File: config.mk
export PLATFORM = sky130hd
export DESIGN_NAME = sp_clkgate_ctrl
export DESIGN_NICKNAME = d
export VERILOG_FILES = /design/src/rtl/sp_clkgate_pkg.sv /design/src/rtl/sp_cg_cfg_slot.sv /design/src/rtl/sp_cg_gate_eval.sv /design/src/rtl/sp_clkgate_ctrl.sv
export SDC_FILE = /design/constraint.sdc
export NUM_CORES = 1
export LEC_CHECK = 0
export ABC_AREA = 1
export CELL_PAD_IN_SITES_DETAIL_PLACEMENT = 0
export CELL_PAD_IN_SITES_GLOBAL_PLACEMENT = 1
export CORE_UTILIZATION = 43
export DETAILED_ROUTE_END_ITERATION = 6
export GPL_TIMING_DRIVEN = 0
export PLACE_DENSITY_LB_ADDON = 0.2
export SYNTH_ARGS = -nofsm -noshare
export SYNTH_HDL_FRONTEND = slang
export SYNTH_SLANG_ARGS = --single-unit
File: constraint.sdc
create_clock -name clk -period 1.8 [get_ports clk]
set_input_delay 0.18 -clock clk [delete_from_list [all_inputs] [get_ports clk]]
set_output_delay 0.18 -clock clk [all_outputs]
set_load 0.02 [all_outputs]
File: src/rtl/sp_clkgate_pkg.sv
package sp_clkgate_pkg;

  typedef enum logic [1:0] {
    CM_SOFTWARE = 2'd0,
    CM_DOMAIN   = 2'd1,
    CM_SETPOINT = 2'd2,
    CM_CPULP    = 2'd3
  } ctl_mode_e;

  localparam logic [2:0] FLD_DIRECT = 3'd0;
  localparam logic [2:0] FLD_MODE   = 3'd1;
  localparam logic [2:0] FLD_RUN    = 3'd2;
  localparam logic [2:0] FLD_STBY   = 3'd3;
  localparam logic [2:0] FLD_WLIST  = 3'd4;
  localparam logic [2:0] FLD_LOCK   = 3'd5;
  localparam logic [2:0] FLD_CAP    = 3'd6;

endpackage

File: src/rtl/sp_cg_cfg_slot.sv
module sp_cg_cfg_slot
  import sp_clkgate_pkg::*;
#(
  parameter int NUM_SP  = 16,
  parameter int NUM_DOM = 4,
  parameter int DOM_W   = 2,
  parameter bit CAP     = 1'b1
) (
  input  logic               clk,
  input  logic               rst,
  input  logic               wr_hit,
  input  logic [DOM_W-1:0]   wr_dom,
  input  logic [2:0]         wr_field,
  input  logic [NUM_SP-1:0]  wr_data,
  output logic               direct_on,
  output ctl_mode_e          mode,
  output logic [NUM_SP-1:0]  run_mask,
  output logic [NUM_SP-1:0]  stby_mask,
  output logic [NUM_DOM-1:0] wlist,
  output logic               mode_lock,
  output logic               wl_lock
);

  logic      permitted;
  ctl_mode_e req_mode;
  logic      mode_ok;

  // software mode is open to every domain; other modes honour the whitelist
  assign permitted = wr_hit && ((mode == CM_SOFTWARE) || wlist[wr_dom]);
  assign req_mode  = ctl_mode_e'(wr_data[1:0]);
  assign mode_ok   = !mode_lock && ((req_mode != CM_SETPOINT) || CAP);

  always_ff @(posedge clk) begin
    if (rst) begin
      direct_on <= 1'b1;
      mode      <= CM_SOFTWARE;
      run_mask  <= '1;
      stby_mask <= '1;
      wlist     <= '1;
      mode_lock <= 1'b0;
      wl_lock   <= 1'b0;
    end else if (permitted) begin
      case (wr_field)
        FLD_DIRECT: direct_on <= wr_data[0];
        FLD_MODE:   if (mode_ok) mode <= req_mode;
        FLD_RUN:    run_mask  <= wr_data;
        FLD_STBY:   stby_mask <= wr_data;
        FLD_WLIST:  if (!wl_lock) wlist <= wr_data[NUM_DOM-1:0];
        FLD_LOCK: begin
          mode_lock <= mode_lock | wr_data[0];
          wl_lock   <= wl_lock   | wr_data[1];
        end
        default: ;
      endcase
    end
  end

endmodule

File: src/rtl/sp_cg_gate_eval.sv
module sp_cg_gate_eval
  import sp_clkgate_pkg::*;
#(
  parameter int NUM_SP  = 16,
  parameter int NUM_DOM = 4,
  parameter int SP_W    = 4
) (
  input  logic               clk,
  input  logic               rst,
  input  logic [SP_W-1:0]    sp_q,
  input  logic               stby_q,
  input  logic [NUM_DOM-1:0] lp_q,
  input  logic               direct_on,
  input  ctl_mode_e          mode,
  input  logic [NUM_SP-1:0]  run_mask,
  input  logic [NUM_SP-1:0]  stby_mask,
  input  logic [NUM_DOM-1:0] wlist,
  output logic               gate
);

  logic gate_nxt;

  always_comb begin
    case (mode)
      CM_SETPOINT: gate_nxt = run_mask[sp_q] & (~stby_q | stby_mask[sp_q]);
      CM_CPULP:    gate_nxt = direct_on & ~(|(lp_q & wlist));
      default:     gate_nxt = direct_on;
    endcase
  end

  always_ff @(posedge clk) begin
    if (rst) gate <= 1'b1;
    else     gate <= gate_nxt;
  end

endmodule

File: src/rtl/sp_clkgate_ctrl.sv
module sp_clkgate_ctrl
  import sp_clkgate_pkg::*;
#(
  parameter int                  NUM_CLK = 4,
  parameter int                  NUM_SP  = 16,
  parameter int                  NUM_DOM = 4,
  parameter logic [NUM_CLK-1:0]  SP_CAP  = 4'b1011,
  localparam int                 SP_W    = $clog2(NUM_SP),
  localparam int                 DOM_W   = (NUM_DOM > 1) ? $clog2(NUM_DOM) : 1,
  localparam int                 CLK_W   = (NUM_CLK > 1) ? $clog2(NUM_CLK) : 1,
  localparam int                 DATA_W  = NUM_SP
) (
  input  logic               clk,
  input  logic               rst,
  input  logic [SP_W-1:0]    sp_idx,
  input  logic               standby,
  input  logic [NUM_DOM-1:0] cpu_lowpwr,
  input  logic               wr_en,
  input  logic [DOM_W-1:0]   wr_dom,
  input  logic [CLK_W-1:0]   wr_sel,
  input  logic [2:0]         wr_field,
  input  logic [DATA_W-1:0]  wr_data,
  input  logic [CLK_W-1:0]   rd_sel,
  input  logic [2:0]         rd_field,
  output logic [DATA_W-1:0]  rd_data,
  output logic [NUM_CLK-1:0] gate_en
);

  logic [SP_W-1:0]    sp_q;
  logic               stby_q;
  logic [NUM_DOM-1:0] lp_q;

  always_ff @(posedge clk) begin
    if (rst) begin
      sp_q   <= '0;
      stby_q <= 1'b0;
      lp_q   <= '0;
    end else begin
      sp_q   <= sp_idx;
      stby_q <= standby;
      lp_q   <= cpu_lowpwr;
    end
  end

  logic [NUM_CLK-1:0]   direct_v;
  ctl_mode_e            mode_a  [NUM_CLK];
  logic [NUM_SP-1:0]    run_a   [NUM_CLK];
  logic [NUM_SP-1:0]    stby_a  [NUM_CLK];
  logic [NUM_DOM-1:0]   wlist_a [NUM_CLK];
  logic [NUM_CLK-1:0]   mlock_v;
  logic [NUM_CLK-1:0]   wlock_v;
  logic [2*NUM_CLK-1:0] mode_flat;
  logic [NUM_CLK*NUM_DOM-1:0] wlist_flat;

  for (genvar g = 0; g < NUM_CLK; g++) begin : g_clk
    sp_cg_cfg_slot #(
      .NUM_SP(NUM_SP), .NUM_DOM(NUM_DOM), .DOM_W(DOM_W), .CAP(SP_CAP[g])
    ) u_slot (
      .clk       (clk),
      .rst       (rst),
      .wr_hit    (wr_en && (wr_sel == CLK_W'(g))),
      .wr_dom    (wr_dom),
      .wr_field  (wr_field),
      .wr_data   (wr_data),
      .direct_on (direct_v[g]),
      .mode      (mode_a[g]),
      .run_mask  (run_a[g]),
      .stby_mask (stby_a[g]),
      .wlist     (wlist_a[g]),
      .mode_lock (mlock_v[g]),
      .wl_lock   (wlock_v[g])
    );

    sp_cg_gate_eval #(
      .NUM_SP(NUM_SP), .NUM_DOM(NUM_DOM), .SP_W(SP_W)
    ) u_eval (
      .clk       (clk),
      .rst       (rst),
      .sp_q      (sp_q),
      .stby_q    (stby_q),
      .lp_q      (lp_q),
      .direct_on (direct_v[g]),
      .mode      (mode_a[g]),
      .run_mask  (run_a[g]),
      .stby_mask (stby_a[g]),
      .wlist     (wlist_a[g]),
      .gate      (gate_en[g])
    );

    assign mode_flat[2*g +: 2]             = mode_a[g];
    assign wlist_flat[NUM_DOM*g +: NUM_DOM] = wlist_a[g];
  end

  logic [DATA_W-1:0] rd_nxt;

  always_comb begin
    rd_nxt = '0;
    case (rd_field)
      FLD_DIRECT: rd_nxt[0]         = direct_v[rd_sel];
      FLD_MODE:   rd_nxt[1:0]       = mode_a[rd_sel];
      FLD_RUN:    rd_nxt            = run_a[rd_sel];
      FLD_STBY:   rd_nxt            = stby_a[rd_sel];
      FLD_WLIST:  rd_nxt[NUM_DOM-1:0] = wlist_a[rd_sel];
      FLD_LOCK:   rd_nxt[1:0]       = {wlock_v[rd_sel], mlock_v[rd_sel]};
      FLD_CAP:    rd_nxt[0]         = SP_CAP[rd_sel];
      default:    rd_nxt            = '0;
    endcase
  end

  always_ff @(posedge clk) begin
    if (rst) rd_data <= '0;
    else     rd_data <= rd_nxt;
  end

endmodule

**After elaboration in Yosys (flattened, before gate mapping)**

Cells that the tools add are included.

- Register bits: 193
- Logic and storage cells: 201
- Input port bits: 40

- Bitwise logic cells: 37
- Reductions and logical operators: 49
- Multiplexer cells: 52
- Magnitude comparators: 4
- Eq/ne operators: 23

Operators by type and width:

| kind | count |
|---|---|
| binary-select mux 16 bit (select 2 bit) | 2 |
| two-way mux 16 bit | 4 |
| binary-select mux 1 bit (select 4 bit) | 8 |
| AND reduction 2 bit | 16 |
| case mux 12 bit (2 select lines) | 1 |
| AND reduction 3 bit | 8 |
| equality test 2 bit (second input constant) | 10 |
| AND 4 bit | 4 |
| binary-select mux 1 bit (select 2 bit) | 8 |
| two-way mux 1 bit | 16 |
| OR reduction 4 bit | 4 |
| equality test 3 bit (second input constant) | 5 |
| equality test 3 x 2 -> 1 bit (second input constant) | 4 |
| inverter 1 bit | 12 |
| OR 1 bit | 12 |
| logical NOT 2 bit | 5 |
| logical AND 1 bit | 9 |
| AND 1 bit | 8 |
| binary-select mux 4 bit (select 2 bit) | 1 |
| two-way mux 4 bit | 2 |
| case mux 1 bit (2 select lines) | 4 |
| case mux 1 bit (7 select lines) | 1 |
| equality test 3 x 1 -> 1 bit (second input constant) | 2 |
| logical NOT 3 bit | 2 |
| 12 further kinds | 17 |

**Logic depth before layout (Yosys ltp)**

- Word-level depth: 5
- Gate-level depth with buffers: 11
- Mapped depth without buffers: 10

**Modules after synthesis**

A second synthesis with hierarchy kept.

- Cells, all modules: 1,630
- Area, all modules: 11,014.3 um^2

By module, submodules not included:

| module | times used | cells each | area an instance (um^2) |
|---|---|---|---|
| sp_cg_cfg_slot at g_clk[0].u_slot ... | 3 | 219 | 1,752.9 |
| sp_clkgate_ctrl | 1 | 415 | 2,250.9 |
| sp_cg_cfg_slot at g_clk[2].u_slot | 1 | 222 | 1,767.9 |
| sp_cg_gate_eval | 4 | 84 | 434.2 |

**Worst setup path after synthesis**

OpenSTA, ideal clock, no wires.

- Path type: register -> register
- Start: reg g_clk[2].u_slot.wlist[3]
- End: reg g_clk[2].u_slot.run_mask[11]
- Library setup time: 0.134 ns
- Cell stages (with the launch flop): 11
- Setup slack: 0.497 ns
- Arrival: 1.169 ns
- Path through: dfxtp_1 inv_1 nand2_1 nand3_1 nand3_2 nand2_4 nor2_4 inv_2 buf_6 nand2_1 nand3_1

- Longest elaborated chain between the ends: 5

Ends and longest elaborated chain:

| what | RTL line | source |
|---|---|---|
| start, declared | sp_cg_cfg_slot.sv:19 | `output logic [NUM_DOM-1:0] wlist,` |
| start signal, assigned | sp_cg_cfg_slot.sv:48 | `FLD_WLIST: if (!wl_lock) wlist <= wr_data[NUM_DOM-1:0];` |
| binary-select mux 1 bit (select 2 bit) | sp_cg_cfg_slot.sv:29 | `assign permitted = wr_hit && ((mode == CM_SOFTWARE) \|\| wlist[wr_dom]);` |
| two-way mux 1 bit (not written as such) | sp_cg_cfg_slot.sv:29 |  |
| logical OR 1 bit | sp_cg_cfg_slot.sv:29 |  |
| logical AND 1 bit | sp_cg_cfg_slot.sv:29 |  |
| AND reduction 2 bit (no source line) | -- |  |
| end signal, assigned | sp_cg_cfg_slot.sv:46 | `FLD_RUN: run_mask <= wr_data;` |
| end, declared | sp_cg_cfg_slot.sv:17 | `output logic [NUM_SP-1:0] run_mask,` |

No other way between the ends. The select of a mux whose other input is x is not followed.
A chain may end at the register's enable or synchronous reset.

**Worst setup path in the final report**

- Start: reg sp_q[2]
- End: reg g_clk[0].u_eval.gate

- Longest elaborated chain between the ends: 5
- Elaborated cells on any way between the ends: 7
- Classes of those cells: mux: 5; bitwise: 2

Ends and longest elaborated chain:

| what | RTL line | source |
|---|---|---|
| start, declared | sp_clkgate_ctrl.sv:29 | `logic [SP_W-1:0] sp_q;` |
| start signal, assigned | sp_clkgate_ctrl.sv:39 | `sp_q <= sp_idx;` |
| binary-select mux 1 bit (select 4 bit) | sp_cg_gate_eval.sv:25 | `CM_SETPOINT: gate_nxt = run_mask[sp_q] & (~stby_q \| stby_mask[sp_q]);` |
| two-way mux 1 bit (not written as such) | sp_cg_gate_eval.sv:25 |  |
| OR 1 bit | sp_cg_gate_eval.sv:25 |  |
| AND 1 bit * | sp_cg_gate_eval.sv:25 |  |
| case mux 1 bit (2 select lines) * | sp_cg_gate_eval.sv:24 | `case (mode)` |
| end signal, assigned | sp_cg_gate_eval.sv:33 | `else gate <= gate_nxt;` |
| end, declared | sp_cg_gate_eval.sv:18 | `output logic gate` |

Every way passes the cells marked *; elsewhere a longest branch is shown, timed or not. The select of a mux whose other input is x is not followed.

==> impl_metrics.csv <==
group,metric,value,unit
critical_path,path_cells,"clkbuf_4 > clkinvlp_4 > buf_4 > nand3_1 > nand2_1 > nand2_1 > nand3_2 > nand3_1 > nand3_1",
clock_tree,cts_tree,"done",
outcome,run_status,"completed",
floorplanning,ios,60,
global_route,grtUsageTotal,0.3485,
synth,synth_area_leaders,"dfxtp_1, nand2_1, nand3_1",
synth,ys_warn_count,0,
synth,synth_ff_type,"dfxtp_1",
run,max_cap_viol_count,0,
floorplanning,die_w,154.2,microns
sta,hold_violations,0,
clock_tree,cts_buffer_depth,2,
power_and_ir_drop,seqPwrFrac,0.456,
critical_path,cp-start-kind,"flop",
drt,vias_per_cell,5.753,
synth,syn-cell-area,9963,sq um
min_path,hold_class,"input port to flop",
sta,skew,0.01234,ns
power_and_ir_drop,clkPwrFrac,0.409,
power_and_ir_drop,power_switching_share,0.3030,
cells_and_area,fin_cells,1888,
cells_and_area,ff_latch_area,3869,sq um
critical_path,required,2.14,ns
clock_tree,clk_latency,0.46,ns
place,gp_congestion,0.9800,
synth,synth_edf_count,0,
critical_path,crit_top_cell,"nand3_1",
synth,synth_seq_area_share,0.3878,
critical_path,arrival,2.10,ns
synth,ys_seq_elements,193,
synth,synthArstFlopShare,0,
place,dp_cells,1853,
floorplanning,die_h,154.2,microns
synth,yosysTopAreaCell,"dfxtp_1",
sta,slew_viol_final,0,
sta,holdWs,0.09821,ns
global_route,grt_pass1_wl,60630,microns
drt,drc,0,
power_and_ir_drop,p_switching,2926,uW
critical_path,slowest_delay,0.32,ns
floorplanning,core,22710,sq um
power_and_ir_drop,p_per_area,836.6,nW/um^2
clock_tree,numCtsBuffers,17,
drt,initialDrtViolationCount,1501,
synth,syn_nets,1561,
power_and_ir_drop,p_comb_frac,0.136,
drt,final_antenna_net_count,0,
critical_path,critical_path_class,"flop to flop",
cells_and_area,syn_to_final_growth,15.85,%
cells_and_area,nets,1630,
sta,relSlewSlack,0.4531,
critical_path,cpMaxStageDelayCell,"dfxtp_1",
clock_tree,cts_sinks,193,
cells_and_area,n_antenna_cell,0,
cells_and_area,multi_input_area,5155,sq um
synth,ys_top_cells_by_count,"nand2_1, nand3_1, dfxtp_1",
power_and_ir_drop,internal-power,6730,uW
synth,syn_avg_cell_area,6.550,sq um
floorplanning,rows,55,
place,hpwl,29930,microns
drt,wire_per_inst,21.78,microns
critical_path,crit_buf_inv,3,
sta,fmax,570.8,MHz
sta,layout_min_cycle_time,1.752,ns
global_route,grt_max_degree,19,
drt,firstDrtPassIters,6,
global_route,overflow,0,
synth,netlist.area_leader.share,0.3878,
power_and_ir_drop,vdd_drop_max,0.5255,mV
floorplanning,start_util,0.4387,
sta,worstMarginPinSlew,0.8204,ns
synth,synth.most_common_cell,"nand2_1",
cells_and_area,drive_gt1_frac,0.1054,
clock_tree,cts_root_buffer,"clkbuf_16",
power_and_ir_drop,p_leak,0.005637,uW
global_route,grt_pass1_vias,9842,
cells_and_area,nFillCells,2385,
floorplanning,die_area,23780,sq um
place,port_buffers,47,
clock_tree,h-tree-depth,4,
global_route,antenna_found_initial,0,
sta,setup_viol_count_final,0,
sta,finalCritPeriodShare,0.9734,
critical_path,cp_max_fo,10,
critical_path,cp-end-kind,"flop",
synth,yosys.cell_types.count,32,
drt,vias,10860,
drt,wirelength,41120,microns
critical_path,cp_top_family,"simple AND/OR/NAND/NOR gates",
synth,syn_inst,1521,
clock_tree,clk_pin_slew,0.08,ns
cell families after synthesis:
| logic type | after synthesis | synth area share |
|---|---|---|
| buffers and inverters | 215 | 0.09732 |
| DFF | 193 | 0.3878 |
| and+or+nand+nor | 890 | 0.3933 |
| AOI/OAI and AO/OA | 223 | 0.1216 |
path summary, 6_finish.rpt:
check | from | cells past startpoint | endpoint | slack [ns]
min reg2reg | g_clk[1].u_slot.stby_mask[10] | 2 | g_clk[1].u_slot.stby_mask[10] | 0.48
min | wr_data[14] | 3 | g_clk[1].u_slot.stby_mask[14] | 0.1
max | sp_q[2] | 9 | g_clk[0].u_eval.gate | 0.05
max reg2reg | sp_q[2] | 9 | g_clk[0].u_eval.gate | 0.05
layout make-up:
cell class,instances,area share
clock buffers,19,0.03837
clock inverters,13,0.01192
well taps,285,0.03089
plain buffers,110,0.05843
inverters,104,0.03501
multi-input cells,1113,0.4466
repair buffers,51,0.04358
flip-flops and latches,193,0.3352
worst reg2reg max path: cells and delay by family (launching register included):
kind | cells | cell delay, ns
simple gates | 6 | 0.69
flops | 1 | 0.32
buf+inv | 3 | 0.64
power groups by stage:
stage / clock network [uW] / logic [uW] / registers [uW]
3_3_place_gp: 0 / 1220 / 4490
6_report: 3950 / 1310 / 4400
3_5_place_dp: 0 / 1220 / 4500
5_1_grt: 4090 / 1390 / 4410
2_1_floorplan: 0 / 682 / 4500
4_1_cts: 3920 / 1240 / 4400
per-stage QoR:
stage               instance area (sq um)    TNS, ns  utilization  total power, uW  worst slack [ns]
detailed placement                  10790     -50.55       0.4752             5718           -0.8115
global route                        11540  -0.009467       0.5083             9889         -0.009467
finish                              11540          0       0.5083             9656           0.04793
floorplan                            9963          0            -             5183            0.4968
global placement                    10790     -49.26       0.4752             5717           -0.7979
CTS                                 11420          0       0.5028             9558          0.008567
state kept, by name, indices dropped and copies added, names as in the netlist:
register / cells
g_clk.u_slot.mode_lock: 4
stby_q: 1
g_clk.u_slot.wl_lock: 4
g_clk.u_slot.mode: 8
lp_q: 4
g_clk.u_slot.stby_mask: 64
g_clk.u_eval.gate: 4
g_clk.u_slot.wlist: 16
sp_q: 4
g_clk.u_slot.direct_on: 4
rd_data: 16
g_clk.u_slot.run_mask: 64
timing repair:
action | in CTS | in global routing
endpoints found under the hold margin | 0 | 0
buffers inserted | 1 | 3
gates resized for setup | 25 | 68
hold buffers | 0 | 0
pin swaps | 0 | 1
setup endpoints to repair | 34 | 64
metal layers:
metal | wire [microns] | vias to the layer above | share of wire | GRT usage
met4 | 1184 | 0 | 0.029 | 0.1300
met2 | 16980 | 616 | 0.41 | 0.5015
met3 | 4574 | 82 | 0.11 | 0.08041
met1 | 18380 | 5070 | 0.45 | 0.5024
li1 | - | 5094 | - | -
met5 | 0 | - | 0 | 0
layout by cell type (no fill, tap or decap), types with 3 or more instances in the layout:
cell type        instances
buf_4                   24
clkbuf_2                16
o211ai_1                25
nor2_8                   3
nand2_4                  4
inv_4                    4
buf_6                   12
nor3_4                   8
clkbuf_4                13
inv_2                   10
nand2_1                516
nor3_1                   5
nand3_2                  4
nor2_2                   4
nor2_1                  83
o22ai_1                 14
clkdlybuf4s50_1         46
inv_8                    3
a21oi_1                 68
buf_2                   22
inv_1                   88
dfxtp_1                189
clkbuf_16               17
nor2_4                   5
nand4_1                  4
o21ai_0                103
nand3_1                252
clkbuf_1                28
o21ai_1                  6
inv_6                    5
dfxtp_2                  4
(Power assumes the default switching activity.)
